--- src/rtl/cfs_pkg.sv ---
package cfs_pkg;

    typedef enum logic [1:0] {
        ST_IDLE = 2'd0,
        ST_FINE = 2'd1,
        ST_DONE = 2'd2
    } chan_state_t;

endpackage

--- src/rtl/cfs_gray2bin.sv ---
module cfs_gray2bin #(
    parameter int W = 48
) (
    input  logic [W-1:0] g_i,
    output logic [W-1:0] b_o
);

    // Each binary bit is the parity of the Gray bits at and above it.
    for (genvar i = 0; i < W; i++) begin : g_bit
        assign b_o[i] = ^g_i[W-1:i];
    end

endmodule

--- src/rtl/cfs_gray_counter.sv ---
module cfs_gray_counter #(
    parameter int W = 48
) (
    input  logic         clk,
    input  logic         rst,
    output logic [W-1:0] gray_o,
    output logic [W-1:0] bin_o
);

    logic [W-1:0] g_q;
    logic [W-1:0] bin_w;
    logic [W-1:0] bin_nx;

    cfs_gray2bin #(.W(W)) u_dec (
        .g_i (g_q),
        .b_o (bin_w)
    );

    assign bin_nx = bin_w + W'(1);

    always_ff @(posedge clk) begin
        if (rst) begin
            g_q <= '0;
        end else begin
            g_q <= bin_nx ^ (bin_nx >> 1);
        end
    end

    assign gray_o = g_q;
    assign bin_o  = bin_w;

    // Arming flags so that $past only reaches cycles after reset.
    logic seen_rst_q;
    logic armed_q;

    always_ff @(posedge clk) begin
        if (rst) begin
            seen_rst_q <= 1'b1;
            armed_q    <= 1'b0;
        end else begin
            armed_q    <= seen_rst_q;
        end
    end

    // reset clears the count
    a_r1_count_zero: assert property (@(posedge clk)
        rst |=> (g_q == '0));

    // one Gray bit changes per step
    a_r2_gray_one_bit: assert property (@(posedge clk) disable iff (rst)
        armed_q |-> ($countones(g_q ^ $past(g_q)) == 1));

    // binary view advances by one
    a_r2_bin_step: assert property (@(posedge clk) disable iff (rst)
        armed_q |-> (bin_w == $past(bin_w) + W'(1)));

endmodule

--- src/rtl/cfs_channel.sv ---
module cfs_channel
    import cfs_pkg::*;
#(
    parameter int COARSE_W   = 48,
    parameter int FINE_W     = 5,
    parameter int EARLY_BINS = 2,
    localparam int TS_W      = COARSE_W + FINE_W
) (
    input  logic                clk,
    input  logic                rst,
    input  logic                hit_i,
    input  logic                clr_i,
    input  logic [FINE_W-1:0]   fine_i,
    input  logic [COARSE_W-1:0] cnt_gray_i,
    input  logic [COARSE_W-1:0] cnt_bin_i,
    output logic                valid_o,
    output logic [TS_W-1:0]     ts_o
);

    chan_state_t state_q;
    chan_state_t state_d;

    logic                stb_fine;
    logic                stb_coarse;
    logic [FINE_W-1:0]   fine_q;
    logic [COARSE_W-1:0] snap_q;
    logic [COARSE_W-1:0] coarse_q;
    logic                early_q;
    logic [COARSE_W-1:0] coarse_bin;

    // Two strobes: one for the fine capture, one for the coarse capture.
    assign stb_fine   = (state_q == ST_IDLE) && hit_i && !clr_i;
    assign stb_coarse = (state_q == ST_FINE) && !clr_i;

    always_ff @(posedge clk) begin
        if (rst) begin
            state_q <= ST_IDLE;
        end else begin
            state_q <= state_d;
        end
    end

    always_comb begin
        state_d = state_q;
        unique case (state_q)
            ST_IDLE: if (stb_fine) state_d = ST_FINE;
            ST_FINE: state_d = ST_DONE;
            ST_DONE: state_d = ST_DONE;
            default: state_d = ST_IDLE;
        endcase
        if (clr_i) begin
            state_d = ST_IDLE;
        end
    end

    always_ff @(posedge clk) begin
        if (rst) begin
            fine_q   <= '0;
            snap_q   <= '0;
            early_q  <= 1'b0;
            coarse_q <= '0;
        end else begin
            if (stb_fine) begin
                fine_q  <= fine_i;
                snap_q  <= cnt_gray_i;
                early_q <= (fine_i < FINE_W'(EARLY_BINS));
            end
            if (stb_coarse) begin
                // Early bins: the counter has advanced since the hit edge.
                coarse_q <= early_q ? cnt_gray_i : snap_q;
            end
        end
    end

    cfs_gray2bin #(.W(COARSE_W)) u_dec (
        .g_i (coarse_q),
        .b_o (coarse_bin)
    );

    assign valid_o = (state_q == ST_DONE);
    assign ts_o    = {coarse_bin, fine_q};

    // valid rises two edges after the sampled hit
    a_r6_valid_latency: assert property (@(posedge clk) disable iff (rst)
        $rose(valid_o) |-> ($past(hit_i, 2) && !$past(clr_i, 2) && !$past(clr_i, 1)));

    // a held timestamp does not change
    a_r7_hold_stable: assert property (@(posedge clk) disable iff (rst)
        ($past(valid_o) && valid_o) |-> $stable(ts_o));

    // clear drops valid
    a_r8_clear_drops: assert property (@(posedge clk) disable iff (rst)
        clr_i |=> !valid_o);

    // early code credits count N+1 (live count is N+2 here)
    a_r5_early_next: assert property (@(posedge clk) disable iff (rst)
        ($rose(valid_o) && (ts_o[FINE_W-1:0] < FINE_W'(EARLY_BINS)))
            |-> (ts_o[TS_W-1:FINE_W] == cnt_bin_i - COARSE_W'(1)));

    // late code credits count N
    a_r4_late_same: assert property (@(posedge clk) disable iff (rst)
        ($rose(valid_o) && (ts_o[FINE_W-1:0] >= FINE_W'(EARLY_BINS)))
            |-> (ts_o[TS_W-1:FINE_W] == cnt_bin_i - COARSE_W'(2)));

endmodule

--- src/rtl/cf_stamp_top.sv ---
module cf_stamp_top #(
    parameter int NUM_CH     = 4,
    parameter int COARSE_W   = 48,
    parameter int FINE_W     = 5,
    parameter int EARLY_BINS = 2,
    localparam int TS_W      = COARSE_W + FINE_W
) (
    input  logic                     clk,
    input  logic                     rst,
    input  logic [NUM_CH-1:0]        hit_i,
    input  logic [NUM_CH-1:0]        clr_i,
    input  logic [NUM_CH*FINE_W-1:0] fine_i,
    output logic [NUM_CH-1:0]        valid_o,
    output logic [NUM_CH*TS_W-1:0]   ts_o
);

    logic [COARSE_W-1:0] cnt_gray;
    logic [COARSE_W-1:0] cnt_bin;

    cfs_gray_counter #(.W(COARSE_W)) u_cnt (
        .clk    (clk),
        .rst    (rst),
        .gray_o (cnt_gray),
        .bin_o  (cnt_bin)
    );

    for (genvar c = 0; c < NUM_CH; c++) begin : g_ch
        cfs_channel #(
            .COARSE_W   (COARSE_W),
            .FINE_W     (FINE_W),
            .EARLY_BINS (EARLY_BINS)
        ) u_ch (
            .clk        (clk),
            .rst        (rst),
            .hit_i      (hit_i[c]),
            .clr_i      (clr_i[c]),
            .fine_i     (fine_i[c*FINE_W +: FINE_W]),
            .cnt_gray_i (cnt_gray),
            .cnt_bin_i  (cnt_bin),
            .valid_o    (valid_o[c]),
            .ts_o       (ts_o[c*TS_W +: TS_W])
        );
    end

    // reset leaves every channel idle with a zero timestamp
    a_r1_reset_idle: assert property (@(posedge clk)
        rst |=> ((valid_o == '0) && (ts_o == '0)));

endmodule

--- config.mk ---
export PLATFORM = sky130hd
export DESIGN_NAME = cf_stamp_top
export DESIGN_NICKNAME = d
export VERILOG_FILES = /design/src/rtl/cfs_pkg.sv /design/src/rtl/cfs_gray2bin.sv /design/src/rtl/cfs_gray_counter.sv /design/src/rtl/cfs_channel.sv /design/src/rtl/cf_stamp_top.sv
export SDC_FILE = /design/constraint.sdc
export NUM_CORES = 1
export LEC_CHECK = 0
export CORE_UTILIZATION = 35
export CTS_BUF_LIST = sky130_fd_sc_hd__clkbuf_16
export DETAILED_ROUTE_END_ITERATION = 8
export PLACE_DENSITY = 0.63
export SYNTH_ARGS = -nofsm -noshare
export SYNTH_HDL_FRONTEND = slang
export SYNTH_HIERARCHICAL = 1
export SYNTH_SLANG_ARGS = --single-unit
--- constraint.sdc ---
create_clock -name clk -period 14.2 [get_ports clk]
set_input_delay 2.84 -clock clk [delete_from_list [all_inputs] [get_ports clk]]
set_output_delay 2.84 -clock clk [all_outputs]
set_load 0.03 [all_outputs]
==> impl_results.md <==
* Most frequent cells in the layout: 467 x nand2_1, 460 x dfxtp_1, 295 x xnor2_1
* Compound-gate portion of the synthesized area at 14.3%
* IO Pins at 246
* Worst min path class: reg2reg
* Final min period at 6690 ps
* Final hold violations at 0
* Cells after synthesis at 2,815
* CTS tree: yes
* CTS Buffer Depth at 3
* Number of antenna violations at the first check in global routing at 0
* Clk Latency, worst-skew pair at 630 ps
* Initial core utilization at 35.5%
* Slowest CP cell: clkdlybuf4s50_1
* WL per Instance at 18.6 um
* Most common cell after layout, fill and taps aside: nand2_1
* Post-synth EDFFs at 0
* Top delay family on crit path: XOR/XNOR gates
* Vias/cell at 4.90
* Met1 Track Usage GR at 24.6%
* Setup tns final at 0 ps
* Multiplexer share of the synthesized area at 8.16%
* Fin crit share at 47.1%
* Total gr overflow at 0
* Vias in the first global route at 18,500
* Layout cell share with drive strength beyond 1 at 12.3%
* H-tree depth at 2
* Largest net degree at the start of global routing at 131
* Multi-input logic area at 16,400 um2
* Worst Clk Skew at 30.4 ps
* RSZ-0062 raised after global routing: no
* Largest family of logic cells by synthesized area: XOR/XNOR gates
* Main flop type after synthesis: dfxtp_1
* Sequential cell area at 9290 um2
* Routed Antenna Nets at 0
* CP Capture Type: primary output
* GPL Wtd Cong at 0.897
* Setup Buffers After CTS at 0
* Clk sinks at 464
* Worst-Margin Slew at 1130 ps
* IO buf count at 245
* Synth cell types at 67
* Synth Warn # at 6
* GR peak layer: met2
* Slew headroom at 23.9%
* Post-detail-place hpwl at 48,900 um
* Met3 Resource Use GR at 2.98%
* Post-synthesis simple-gate area fraction at 13.1%
* Mapped cell area at 27,100 um2
* Synth Area in Adders at 0.785%
* Die X-Extent at 280 um
* Final WL at 75,100 um
* Synth Register Bits at 464
* Total number of vias at 19,800
* CTS buffer count at 53
* Seq/Total Area, Yosys at 34.3%
* Met2 usage at 31.4%
* Status: complete, no violations
* Core Box Area at 76,200 um2
* Slew Viols, Final at 0
* Die H at 280 um
* Syn Nets at 2,862
* Num rows at 101
* CP arrival at 3850 ps
* Slowest stage delay, CP at 670 ps
* GRT Util Overall at 18.7%
* TritonRoute pass-1 iters at 5
* Worst setup SP type: register
* Synthesized area per cell at 9.62 um2
* Crit path top cell by count: xnor3_1
* Root buf cell: clkbuf_16
* Fmax at 149 MHz
* Drt drc at 0
* N_diodes at 0
* Setup Viol. Count Final at 0
* Final net count at 3,003
* Worst path required time at 11,360 ps
* Layout area overhead at 16.5%
* Post-Synth XOR/XNOR Area at 24.0%
* Critical setup path kind: reg2out
* Worst-path clk slew at 60 ps
* First DRT Iteration DRCs at 1,218
* Critical Path Fanout Max at 4
* Die area at 78,500 um2
* Fillers at 7,504
* Max-Cap Viols at 0
* First-pass GRT wire length at 114,000 um
* Post-CTS sizing at 0
* Cells along the critical path: xor2_1 -> xnor3_1 -> xnor2_1 -> xnor3_1 -> xor3_1 -> clkdlybuf4s50_1
* CP Buf/Inv Count at 1
* Fin Hold WS at 452 ps
* Hold buffer count at CTS at 0
* Async SR Flop Fraction at 0%
-- worst reg2reg max path: cells and delay by family, from the launching register on --
| kind | cells | cell delay, ps |
|---|---|---|
| adders and majority gates | 1 | 350 |
| muxes | 1 | 350 |
| AOI/OAI and AO/OA | 2 | 400 |
| and+or+nand+nor | 3 | 1570 |
| DFF | 1 | 810 |
| xor gates and xnor gates | 5 | 2530 |
-- layout make-up --
class | count | share of cell area, %
Clock inverter | 45 | 1.32
Multi-Input combinational cell | 2119 | 51.9
Inverter | 39 | 0.464
Clock buffer | 53 | 4.20
Timing Repair Buffer | 279 | 8.59
Tap cell | 1030 | 4.08
Sequential cell | 464 | 29.4
-- per-layer routing --
metal  part of all wire [%]  wire length, um  vias up
met3                    4.1             3110      103
met1                     45            33900     9438
met4                    2.9             2210        0
met5                      0                0        -
li1                       -                -     9818
met2                     48            35900      401
-- path summary, 6_finish.rpt --
kind | start | end | slack (ps) | depth (start not counted)
worst max-delay path | g_ch[1].u_ch/coarse_q[15]$_SDFFE_PP0P_ | ts_o[65] | 7510 | 6
worst min-delay path | g_ch[1].u_ch/snap_q[28]$_SDFFE_PP0P_ | g_ch[1].u_ch/snap_q[28]$_SDFFE_PP0P_ | 450 | 2
worst max register to register | u_cnt/gray_o[46]$_SDFF_PP0_ | u_cnt/gray_o[23]$_SDFF_PP0_ | 8080 | 12
worst min register to register | g_ch[1].u_ch/snap_q[28]$_SDFFE_PP0P_ | g_ch[1].u_ch/snap_q[28]$_SDFFE_PP0P_ | 450 | 2
-- cell usage after synthesis, drive strengths merged, types with 6 or more instances --
library cell | n | area (um2)
nor3 | 20 | 100
nor2 | 247 | 927
a2bb2oi | 6 | 52.6
and4 | 9 | 78.8
nand2 | 467 | 1750
a211oi | 192 | 2280
nand2b | 8 | 50.1
mux2 | 15 | 169
mux2i | 204 | 2040
buf | 130 | 1040
a21oi | 231 | 1160
xnor3 | 65 | 1480
o21ai | 21 | 105
inv | 39 | 146
or3 | 7 | 48.8
xor2 | 143 | 1250
nand3 | 21 | 105
ha | 17 | 213
clkbuf | 63 | 267
nand4 | 11 | 75.1
xnor2 | 320 | 3160
dfxtp | 464 | 9290
nor4 | 12 | 81.3
xor3 | 25 | 613
and3 | 9 | 56.3
nor2b | 17 | 106
a22oi | 6 | 45.0
-- sequential cells by signal (all words and copies together) (netlist names) --
register            flops
g_ch.u_ch/coarse_q    192
g_ch.u_ch/early_q       4
g_ch.u_ch/fine_q       20
g_ch.u_ch/snap_q      192
g_ch.u_ch/state_q       8
u_cnt/gray_o           48
-- logic make-up (layout without fill, tap and decap cells) --
logic type	Yosys count	after routing
XOR/XNOR	553	553
AO/OA/AOI/OAI	485	485
buffers and inverters	232	416
adder cells (fa/ha/maj)	17	17
AND/OR/NAND/NOR	845	845
flip-flops	464	464
multiplexers	219	219
-- stage by stage --
step                      area [um2]  worst slack [ps]  util (%)  std cells
after floorplan                27100              8390         -       2815
after global placement         29800              8160      39.1       3931
after detailed placement       29800              8120      39.1       3931
after CTS                      31600              7450      41.4       4029
after global routing           31600              7290      41.4       4029
final                          31600              7510      41.4       4029
Power is left out: the tool's default activity adds up to more than one toggle a clock period on the data nets, which glitch-free logic cannot reach.
